`config.mk`:
```
export PLATFORM = sky130hd
export DESIGN_NAME = window_pulse_shaper
export DESIGN_NICKNAME = d
export VERILOG_FILES = /design/src/rtl/wps_pkg.sv /design/src/rtl/wps_datapath.sv /design/src/rtl/wps_ctrl.sv /design/src/rtl/window_pulse_shaper.sv
export SDC_FILE = /design/constraint.sdc
export NUM_CORES = 1
export LEC_CHECK = 0
export BUFFER_PORTS_ARGS = -buffer_cell sky130_fd_sc_hd__buf_2
export CELL_PAD_IN_SITES_DETAIL_PLACEMENT = 0
export CELL_PAD_IN_SITES_GLOBAL_PLACEMENT = 1
export CORE_AREA = 4 4 53 91
export CTS_CLUSTER_SIZE = 24
export DETAILED_ROUTE_END_ITERATION = 7
export DIE_AREA = 0 0 57 95
export PLACE_DENSITY = 0.81
export SKIP_LAST_GASP = 1
export SLEW_MARGIN = 30
export SYNTH_ARGS = -nofsm -noshare
export SYNTH_HDL_FRONTEND = slang
export SYNTH_SLANG_ARGS = --single-unit
```
`constraint.sdc`:
```
create_clock -name clk -period 1.46 [get_ports clk]
set_input_delay 0.292 -clock clk [delete_from_list [all_inputs] [get_ports clk]]
set_output_delay 0.292 -clock clk [all_outputs]
set_load 0.02 [all_outputs]
```
`src/rtl/wps_pkg.sv`:
```
package wps_pkg;
  // Strobes from the control to the datapath
  typedef struct packed {
    logic sampleEn;  // capture comparator results
    logic loadCnt;   // start a pulse: load the length
    logic decCnt;    // pulse running: count down
  } ctlStrobes_t;
endpackage

```
`src/rtl/wps_datapath.sv`:
```
module wps_datapath
  import wps_pkg::*;
#(
  parameter int DATA_W = 12,
  parameter int LEN_W  = 8
) (
  input  logic              clk,
  input  logic              rst_n,
  input  ctlStrobes_t       strobes,
  input  logic [DATA_W-1:0] sampleData,
  input  logic [DATA_W-1:0] levelA,
  input  logic [DATA_W-1:0] levelB,
  input  logic [LEN_W-1:0]  pulseLen,
  output logic              winFlag,
  output logic              riseEv,
  output logic              fallEv,
  output logic              busy,
  output logic              lenZero,
  output logic [LEN_W-1:0]  pulseCnt
);
  localparam int NUM_CMP = 2;

  logic [NUM_CMP-1:0][DATA_W-1:0] refLvl;
  logic [NUM_CMP-1:0]             cmpNext;
  logic [NUM_CMP-1:0]             cmpHit;
  logic                           winPrev;

  assign refLvl[0] = levelA;
  assign refLvl[1] = levelB;

  // One strict comparator per level
  for (genvar gi = 0; gi < NUM_CMP; gi++) begin : g_cmp
    assign cmpNext[gi] = (sampleData > refLvl[gi]);
  end

  always_ff @(posedge clk) begin
    if (!rst_n) begin
      cmpHit <= '0;
    end else if (strobes.sampleEn) begin
      cmpHit <= cmpNext;
    end
  end

  // Exclusive-OR of the comparators marks the band between the levels
  assign winFlag = ^cmpHit;

  always_ff @(posedge clk) begin
    if (!rst_n) begin
      winPrev <= 1'b0;
    end else begin
      winPrev <= winFlag;
    end
  end

  assign riseEv = winFlag & ~winPrev;
  assign fallEv = ~winFlag & winPrev;

  // Pulse length counter
  always_ff @(posedge clk) begin
    if (!rst_n) begin
      pulseCnt <= '0;
    end else if (strobes.loadCnt) begin
      pulseCnt <= pulseLen;
    end else if (strobes.decCnt) begin
      pulseCnt <= pulseCnt - 1'b1;
    end
  end

  assign busy    = |pulseCnt;
  assign lenZero = (pulseLen == '0);
endmodule

```
`src/rtl/wps_ctrl.sv`:
```
module wps_ctrl
  import wps_pkg::*;
(
  input  logic        sampleValid,
  input  logic        edgeFall,
  input  logic        riseEv,
  input  logic        fallEv,
  input  logic        busy,
  input  logic        lenZero,
  output ctlStrobes_t strobes
);
  logic trigger;

  assign trigger = edgeFall ? fallEv : riseEv;

  always_comb begin
    strobes          = '0;
    strobes.sampleEn = sampleValid;
    // A running pulse has priority: edges during it are dropped
    strobes.decCnt   = busy;
    strobes.loadCnt  = trigger & ~busy & ~lenZero;
  end
endmodule

```
`src/rtl/window_pulse_shaper.sv`:
```
module window_pulse_shaper
  import wps_pkg::*;
#(
  parameter int DATA_W = 12,
  parameter int LEN_W  = 8
) (
  input  logic              clk,
  input  logic              rst_n,
  input  logic [DATA_W-1:0] sampleData,
  input  logic              sampleValid,
  input  logic [DATA_W-1:0] levelA,
  input  logic [DATA_W-1:0] levelB,
  input  logic [LEN_W-1:0]  pulseLen,
  input  logic              edgeFall,
  output logic              pulseOut
);
  ctlStrobes_t      strobes;
  logic             winFlag;
  logic             riseEv;
  logic             fallEv;
  logic             busy;
  logic             lenZero;
  logic [LEN_W-1:0] pulseCnt;

  wps_datapath #(.DATA_W(DATA_W), .LEN_W(LEN_W)) u_dp (
    .clk        (clk),
    .rst_n      (rst_n),
    .strobes    (strobes),
    .sampleData (sampleData),
    .levelA     (levelA),
    .levelB     (levelB),
    .pulseLen   (pulseLen),
    .winFlag    (winFlag),
    .riseEv     (riseEv),
    .fallEv     (fallEv),
    .busy       (busy),
    .lenZero    (lenZero),
    .pulseCnt   (pulseCnt)
  );

  wps_ctrl u_ctrl (
    .sampleValid (sampleValid),
    .edgeFall    (edgeFall),
    .riseEv      (riseEv),
    .fallEv      (fallEv),
    .busy        (busy),
    .lenZero     (lenZero),
    .strobes     (strobes)
  );

  assign pulseOut = busy;
endmodule

```
# Word-level counts from Yosys, hierarchy flattened
# Index checks and enable logic that the tools add are counted.
# Widths: inputs -> output; s select.
[totals] register_bits=11 in_bits=48 output_inout_bits=1 elab_cells=21
[op_classes] addsub=1 order_cmp=2 mux=3 bitwise_logic=8 reduce_logical=4
[ops] cell="$gt 12x12->1" n=2
[ops] cell="$mux 8" n=2
[ops] cell="$logic_not 8->1" n=1
[ops] cell="$reduce_or 8->1" n=1
[ops] cell="$sub 8x1->8 const B" n=1
[ops] cell="$and 1x1->1" n=4
[ops] cell="$not 1->1" n=4
[ops] cell="$reduce_bool 2->1" n=1
[ops] cell="$reduce_xor 2->1" n=1
[ops] cell="$mux 1" n=1

# Longest topological paths before layout
# Gate-level depths: netlist (run 1).
[depth] ltp_word=7 depth_mapped=7

# Modules after synthesis
# A second synthesis (run 1) with hierarchy kept.
[unflattened] hier_cells=155 area_unflattened_um2=1252.5
[modules_own_cells] module="wps_datapath" instances=1 cells_per_inst=151 area_per_inst_um2=1217.4
[modules_own_cells] module="wps_ctrl" instances=1 cells_per_inst=4 area_per_inst_um2=35.0

# Worst setup path after synthesis (run 1)
# No wires, ideal clock.
[synth_path] path_type="reg-to-reg" start="register u_dp.pulseCnt[0]" end="register u_dp.pulseCnt[3]" setup_time_ns=0.115 t_arrival_ns=1.535 required_ns=1.345 setup_slack_ns=-0.190 stages_incl_launch_ff=7 n_path_buf=0 period_less_slack_ns=1.650 cell_sequence="dfxtp_1 inv_1 ha_1 nor3b_2 nand2_4 a221o_1 and3_1"
[synth_between] elab_chain_cells=5 elab_cells_between_ends=8
[synth_lines] element="start, declared" line_no="wps_datapath.sv:19" source="output logic [LEN_W-1:0] pulseCnt"
[synth_lines] element="start signal, assigned" line_no="wps_datapath.sv:63" source="pulseCnt <= pulseLen;"
[synth_lines] element="start signal, assigned" line_no="wps_datapath.sv:65" source="pulseCnt <= pulseCnt - 1'b1;"
[synth_lines] element="$reduce_or 8->1 *" line_no="wps_datapath.sv:69" source="assign busy = |pulseCnt;"
[synth_lines] element="net pulseOut" line_no="window_pulse_shaper.sv:15" source="output logic pulseOut"
[synth_lines] element="$not 1->1" line_no="wps_ctrl.sv:21" source="strobes.loadCnt = trigger & ~busy & ~lenZero;"
[synth_lines] element="$and 1x1->1 (2 in series)" line_no="wps_ctrl.sv:21"
[synth_lines] element="$mux 8 or $reduce_bool 2->1 (tied branches)"
# Mark *: on every way through the listed nets, which the timed path passes. The rest lies on a longest branch. The select of a mux whose other input is x is not followed.
# A chain may end at the register's enable or synchronous reset.

# Worst setup path after layout (run 1)
[layout_path] start="register u_dp.pulseCnt[1]" end="output port pulseOut"
[layout_between] elab_chain_cells=1
[layout_lines] element="$reduce_or 8->1" line_no="wps_datapath.sv:69"
[layout_lines] element="end, declared" line_no="window_pulse_shaper.sv:15"
# No other way between the ends.

==> out/results.ini, run 1 <==
[outcome]
status=finished with violations
violations=setup timing

[global_route]
grt-ovfl-total=0
grt_max_degree=12
grt_pass1_vias=1430
grt_pass1_wl_mm=5.55
track_usage_pct=12.9
grt_antenna_before_repair=0

[clocking]
clockRootBuffer=clkbuf_8
clk_pin_slew_ps=50
cts.htree.levels=1
clkLatencyLatePin_ps=240
cts_tree=built
cts_sinks=11
cts_buffers=3
ctsHoldBuffers=0
clk_path_buf_depth=2

[yosys]
synth_cells=153
yosysSeqAreaShare_pct=17.8
yosysUniqueCellTypes=36
ys_ff_latch=11
synth_ff_type=dfxtp_1
synth-edff-count=0
synth_nets=227
synth-async-reset-ratio_pct=0
synth_warnings=0
synth.avg_cell_area_um2=8.07
synthesis.area_um2=1230

[sta]
relSlewSlack_pct=77.2
skew_ps=3.18
worst_pin_slew_ps=338
drv_slew=0
min_period_ps=1610
hold_ws_ps=299
setup_viol=8
clock.fmax_mhz=620
rsz0062_at_grt=yes
final-hold-violation-count=0
setup_ws_ps=-153
layout_worst_path_cycle_share_pct=110

[routing]
num_vias=1347
wl_per_cell_um=12.1
wl_mm=3.34
drc=0
drtAntennaViolNets=0
drt_first_pass_iters=4
via_per_inst=4.86
drtIter0Drc=13

[worst_setup_path]
crit_path_top_delay_cell=dfxtp_2
cp-start-kind=flip-flop
crit_fanout=2
crit_type=reg2out
cp_data_required_time_ps=1170
endpoint_kind=output port
cp_data_arrival_time_ps=1320
cpMostUsedCell=buf_6
slowest_delay_ps=320
cp_cell_sequence=inv_2 -> ha_4 -> nor3b_4 -> nand2_4 -> buf_6 -> buf_6

[pwr]
leakage_nw=1.00
power_per_cell_area_nw_per_um2=1300
peakVddDrop_mv=0.932
power_mw=2.49

[place]
placed_area_um2=1700
gp_congestion=0.784
port_buffers=48
hpwl_mm=2.89

[final_layout]
post-route-util_pct=46.3
design_area_um2=1910
nets=303
diodes=0
area_growth_pct=54.3
drive_above_1_share_pct=43.0

[floorplan]
io_pins=49
die_h_um=95
start_util_pct=30.0
core_area_um2=4110
die_area_um2=5420
die_w_um=57
placement_rows=31

[run]
timing.max_cap.violations=0

[worst_hold_path]
hold_path.class=in2reg

==> report_power, final <==
group / total (mW) / internal, mW / switching, mW
sequential: 0.496 / 0.399 / 0.0970
clock: 0.306 / 0.192 / 0.114
combinational: 1.68 / 0.959 / 0.725
==> metal layers <==
metal | vias to the layer above | global-route usage, % | routed length [um]
met1 | 611 | 11.3 | 1100
met2 | 36 | 26.8 | 2000
li1 | 694 | - | -
met5 | - | 0 | 0
met4 | 0 | 6.00 | 85
met3 | 6 | 2.46 | 153
==> worst max-delay path, delay by kind of cell, from the launching register on <==
kind / cells / cell delay, ps
simple gates: 2 / 310
buf+inv: 3 / 320
fa+ha+maj: 1 / 130
flops: 1 / 320
==> state kept, by name, indices dropped and copies added (netlist names) <==
| name | flops |
|---|---|
| u_dp.winPrev | 1 |
| u_dp.pulseCnt | 8 |
| u_dp.cmpHit | 2 |
==> final timing paths <==
path / startpoint / to / slack, ps / depth (start not counted)
setup / recovery: u_dp.pulseCnt[1] / pulseOut / -150 / 6
hold / removal: pulseLen[0] / u_dp.pulseCnt[0] / 300 / 3
setup reg to reg: u_dp.pulseCnt[1] / u_dp.pulseCnt[0] / -90 / 9
hold reg to reg: u_dp.cmpHit[1] / u_dp.cmpHit[1] / 510 / 2
==> cells in the final DEF (no fill, tap or decap), types with 3 or more instances in the layout <==
master,Yosys,final
buf_2,0,45
inv_1,27,24
ha_1,26,23
buf_4,0,20
a21oi_1,13,13
nand2_1,9,8
buf_6,0,7
dfxtp_1,11,7
nor2_1,6,6
nor2b_1,7,5
a21boi_1,5,5
nand3_1,5,5
nand4_1,5,5
nor3_1,4,4
a21o_1,3,3
a21boi_0,3,3
ha_4,0,3
clkbuf_8,0,3
==> Yosys cell counts, drive strengths merged (2+ instances only) <==
| library cell | count | area share, % |
|---|---|---|
| inv | 27 | 8.2 |
| ha | 26 | 26 |
| a21oi | 13 | 5.3 |
| dfxtp | 11 | 18 |
| nand2 | 10 | 3.6 |
| a21boi | 8 | 4.9 |
| nor2 | 7 | 3.4 |
| nor2b | 7 | 3.5 |
| nand3 | 5 | 2.0 |
| nand4 | 5 | 2.5 |
| nor3 | 4 | 1.6 |
| a21o | 3 | 1.8 |
| nor4 | 3 | 2.7 |
| a221o | 2 | 1.6 |
| a221oi | 2 | 1.4 |
| a31oi | 2 | 1.0 |
| and2 | 2 | 1.0 |
| mux2i | 2 | 1.9 |
| o211ai | 2 | 1.2 |
==> through the flow <==
| step | cells | worst slack [ps] | TNS, ps |
|---|---|---|---|
| 4_1_cts | 274 | -154 | -847 |
| 5_1_grt | 277 | -209 | -1410 |
| 3_3_place_gp | 267 | -140 | -401 |
| 6_report | 277 | -153 | -486 |
| 3_5_place_dp | 267 | -177 | -605 |
| 2_1_floorplan | 153 | -70.7 | -70.7 |
==> cell families after synthesis <==
| logic type | share of synthesized area [%] |
|---|---|
| and+or+nand+nor | 23.5 |
| AOI/OAI and AO/OA | 20.5 |
| buffers and inverters | 8.51 |
| adders and majority gates | 26.3 |
| DFF | 17.8 |
| xor gates and xnor gates | 1.42 |
| muxes | 1.92 |
==> final cells by class <==
type	count	area, um2
repair buffers	72	454
well taps	49	61.3
clock buffers	4	45.0
inverters	27	104
multi-input cells	114	1010
flip-flops and latches	11	230
fillers	444	2210
==> repair_timing <==
action	4_1_cts	5_1_grt
gates cloned	0	0
gates resized for setup	10	16
endpoints found under the hold margin	0	0
buffers inserted	3	4
pin swaps	4	13
endpoints found under the setup margin	6	10
(Power assumes the default switching activity.)
==> inputs of run 2 (changes only) <==
- BUFFER_PORTS_ARGS: -buffer_cell sky130_fd_sc_hd__buf_2 -> not set
- CORE_AREA: 4 4 53 91 -> 4 4 48 81
- DIE_AREA: 0 0 57 95 -> 0 0 52 85
- DONT_BUFFER_PORTS: not set -> 1
- PLACE_DENSITY: 0.81 -> 0.78
==> run 2 against run 1 <==
The flow still finishes with violations (setup timing). Combinational power fell by 13%. First-iteration DRC count grew 85%. Global-route usage is 3.1 points higher. Register-to-register slack worse by 20 ps. Via count fell by 14%. Clock skew shrank 2.7 ps.
==> out/results.ini, run 2 (same netlist as run 1, synthesis figures left out) <==
[worst_setup_path]
cp-start-kind=flip-flop
crit_type=reg2out
cp_data_required_time_ps=1170
cp_data_arrival_time_ps=1290
r2r.worst_path.cells=5
endpoint_kind=output port
crit_fanout=6

[final_layout]
diodes=0
largest_reg_flops=8
nets=251
drive_above_1_share_pct=24.4
area_growth_pct=28.0
reg.largest.list=u_dp.pulseCnt: 8 flops, u_dp.cmpHit: 2 flops, u_dp.winPrev: 1 flops
mostFrequentLayoutCells=inv_1, ha_1, buf_4, a21oi_1, nand2_1
top_register=u_dp.pulseCnt
final_common_cell=inv_1
post-route-util_pct=49.2
design_area_um2=1580

[routing]
wl_mm=3.09
via_per_inst=5.29
drtAntennaViolNets=0
drtIter0Drc=24
wl_per_cell_um=14.1
num_vias=1159
drt_first_pass_iters=3
drc=0

[place]
gp_congestion=0.836
placed_area_um2=1420
port_buffers=0
hpwl_mm=2.69

[pwr]
p_sw_share_pct=38.6
power_frac_clock_pct=13.4
power_per_cell_area_nw_per_um2=1440
power.switching_mw=0.875
peakVddDrop_mv=0.744
pwr-share-comb_pct=64.3
internal_power_mw=1.39
leakage_nw=0.779
pwr-share-seq_pct=22.3

[floorplan]
die_w_um=52
die_h_um=85
placement_rows=27
start_util_pct=38.5
io_pins=49
die_area_um2=4420
core_area_um2=3210

[sta]
relSlewSlack_pct=75.9
final-hold-violation-count=0
hold_ws_ps=178
clock.fmax_mhz=630
setup_viol=4
drv_slew=0
worst_pin_slew_ps=358
setup_ws_ps=-126
skew_ps=0.493
min_period_ps=1590
rsz0062_at_grt=yes
layout_worst_path_cycle_share_pct=109

[global_route]
track_usage_pct=16.1
grt_pass1_vias=1262
grt-ovfl-total=0
grt_pass1_wl_mm=5.42
grt_antenna_before_repair=0
grt_max_degree=12

[clocking]
clkLatencyLatePin_ps=240
cts_buffers=3
clk_pin_slew_ps=50
cts.htree.levels=1
clk_path_buf_depth=2
cts_tree=built
clockRootBuffer=clkbuf_8
cts_sinks=11
ctsHoldBuffers=0

[run]
timing.max_cap.violations=0

[worst_hold_path]
hold_path_depth=1
hold_path.class=in2reg

[outcome]
violations=setup timing
status=finished with violations

-- run 2: cell count changes in the layout (fill, tap and decap cells not counted), sizes merged --
cell  delta
buf     -52
-- run 2: area by class of cell --
type | count | area [um2]
clock buffer | 4 | 45.0
fill | 332 | 1630
sequential | 11 | 230
tap | 43 | 53.8
timing repair buffer | 20 | 158
inverter | 27 | 101
multi-input combinational | 114 | 992
-- run 2: worst paths after layout --
| check | startpoint | end | slack, ps |
|---|---|---|---|
| min reg2reg | u_dp.cmpHit[1] | u_dp.cmpHit[1] | 520 |
| max | u_dp.pulseCnt[0] | pulseOut | -130 |
| min | rst_n | u_dp.winPrev | 180 |
| max reg2reg | u_dp.cmpHit[0] | u_dp.pulseCnt[3] | -110 |
-- run 2: power groups by stage --
stage / combinational [mW] / clock (mW) / sequential, mW
3_3_place_gp: 1.20 / 0 / 0.499
5_1_grt: 1.64 / 0.337 / 0.517
6_report: 1.46 / 0.303 / 0.506
4_1_cts: 1.41 / 0.318 / 0.499
2_1_floorplan: 0.835 / 0 / 0.499
3_5_place_dp: 1.25 / 0 / 0.504
-- run 2: timing repair --
item | in CTS | in global routing
buffers inserted | 6 | 3
resized for setup | 8 | 6
pin swaps | 3 | 7
gates cloned | 0 | 0
setup endpoints to repair | 6 | 10
-- run 2: critical path, stage by stage (launching register included) --
cell and delay [ps]:
dfxtp_2 320, inv_2 80, ha_4 130, nor3b_4 230, nand2_4 130, buf_6 160
-- run 2: metal layers --
layer | vias to the layer above | part of all wire, % | GRT usage (%)
li1 | 588 | - | -
met1 | 530 | 33 | 14.3
met2 | 36 | 59 | 32.3
met3 | 5 | 7.1 | 4.57
met4 | 0 | 1.2 | 5.01
met5 | - | 0 | 0
-- run 2: metrics by stage --
| step | total power, mW | setup slack, ps | TNS [ps] | instances |
|---|---|---|---|---|
| floorplan | 1.33 | -70.7 | -70.7 | 153 |
| global placement | 1.70 | -83.4 | -223 | 209 |
| detailed placement | 1.75 | -198 | -473 | 209 |
| CTS | 2.22 | -131 | -341 | 218 |
| global route | 2.50 | -202 | -1000 | 219 |
| finish | 2.27 | -126 | -322 | 219 |
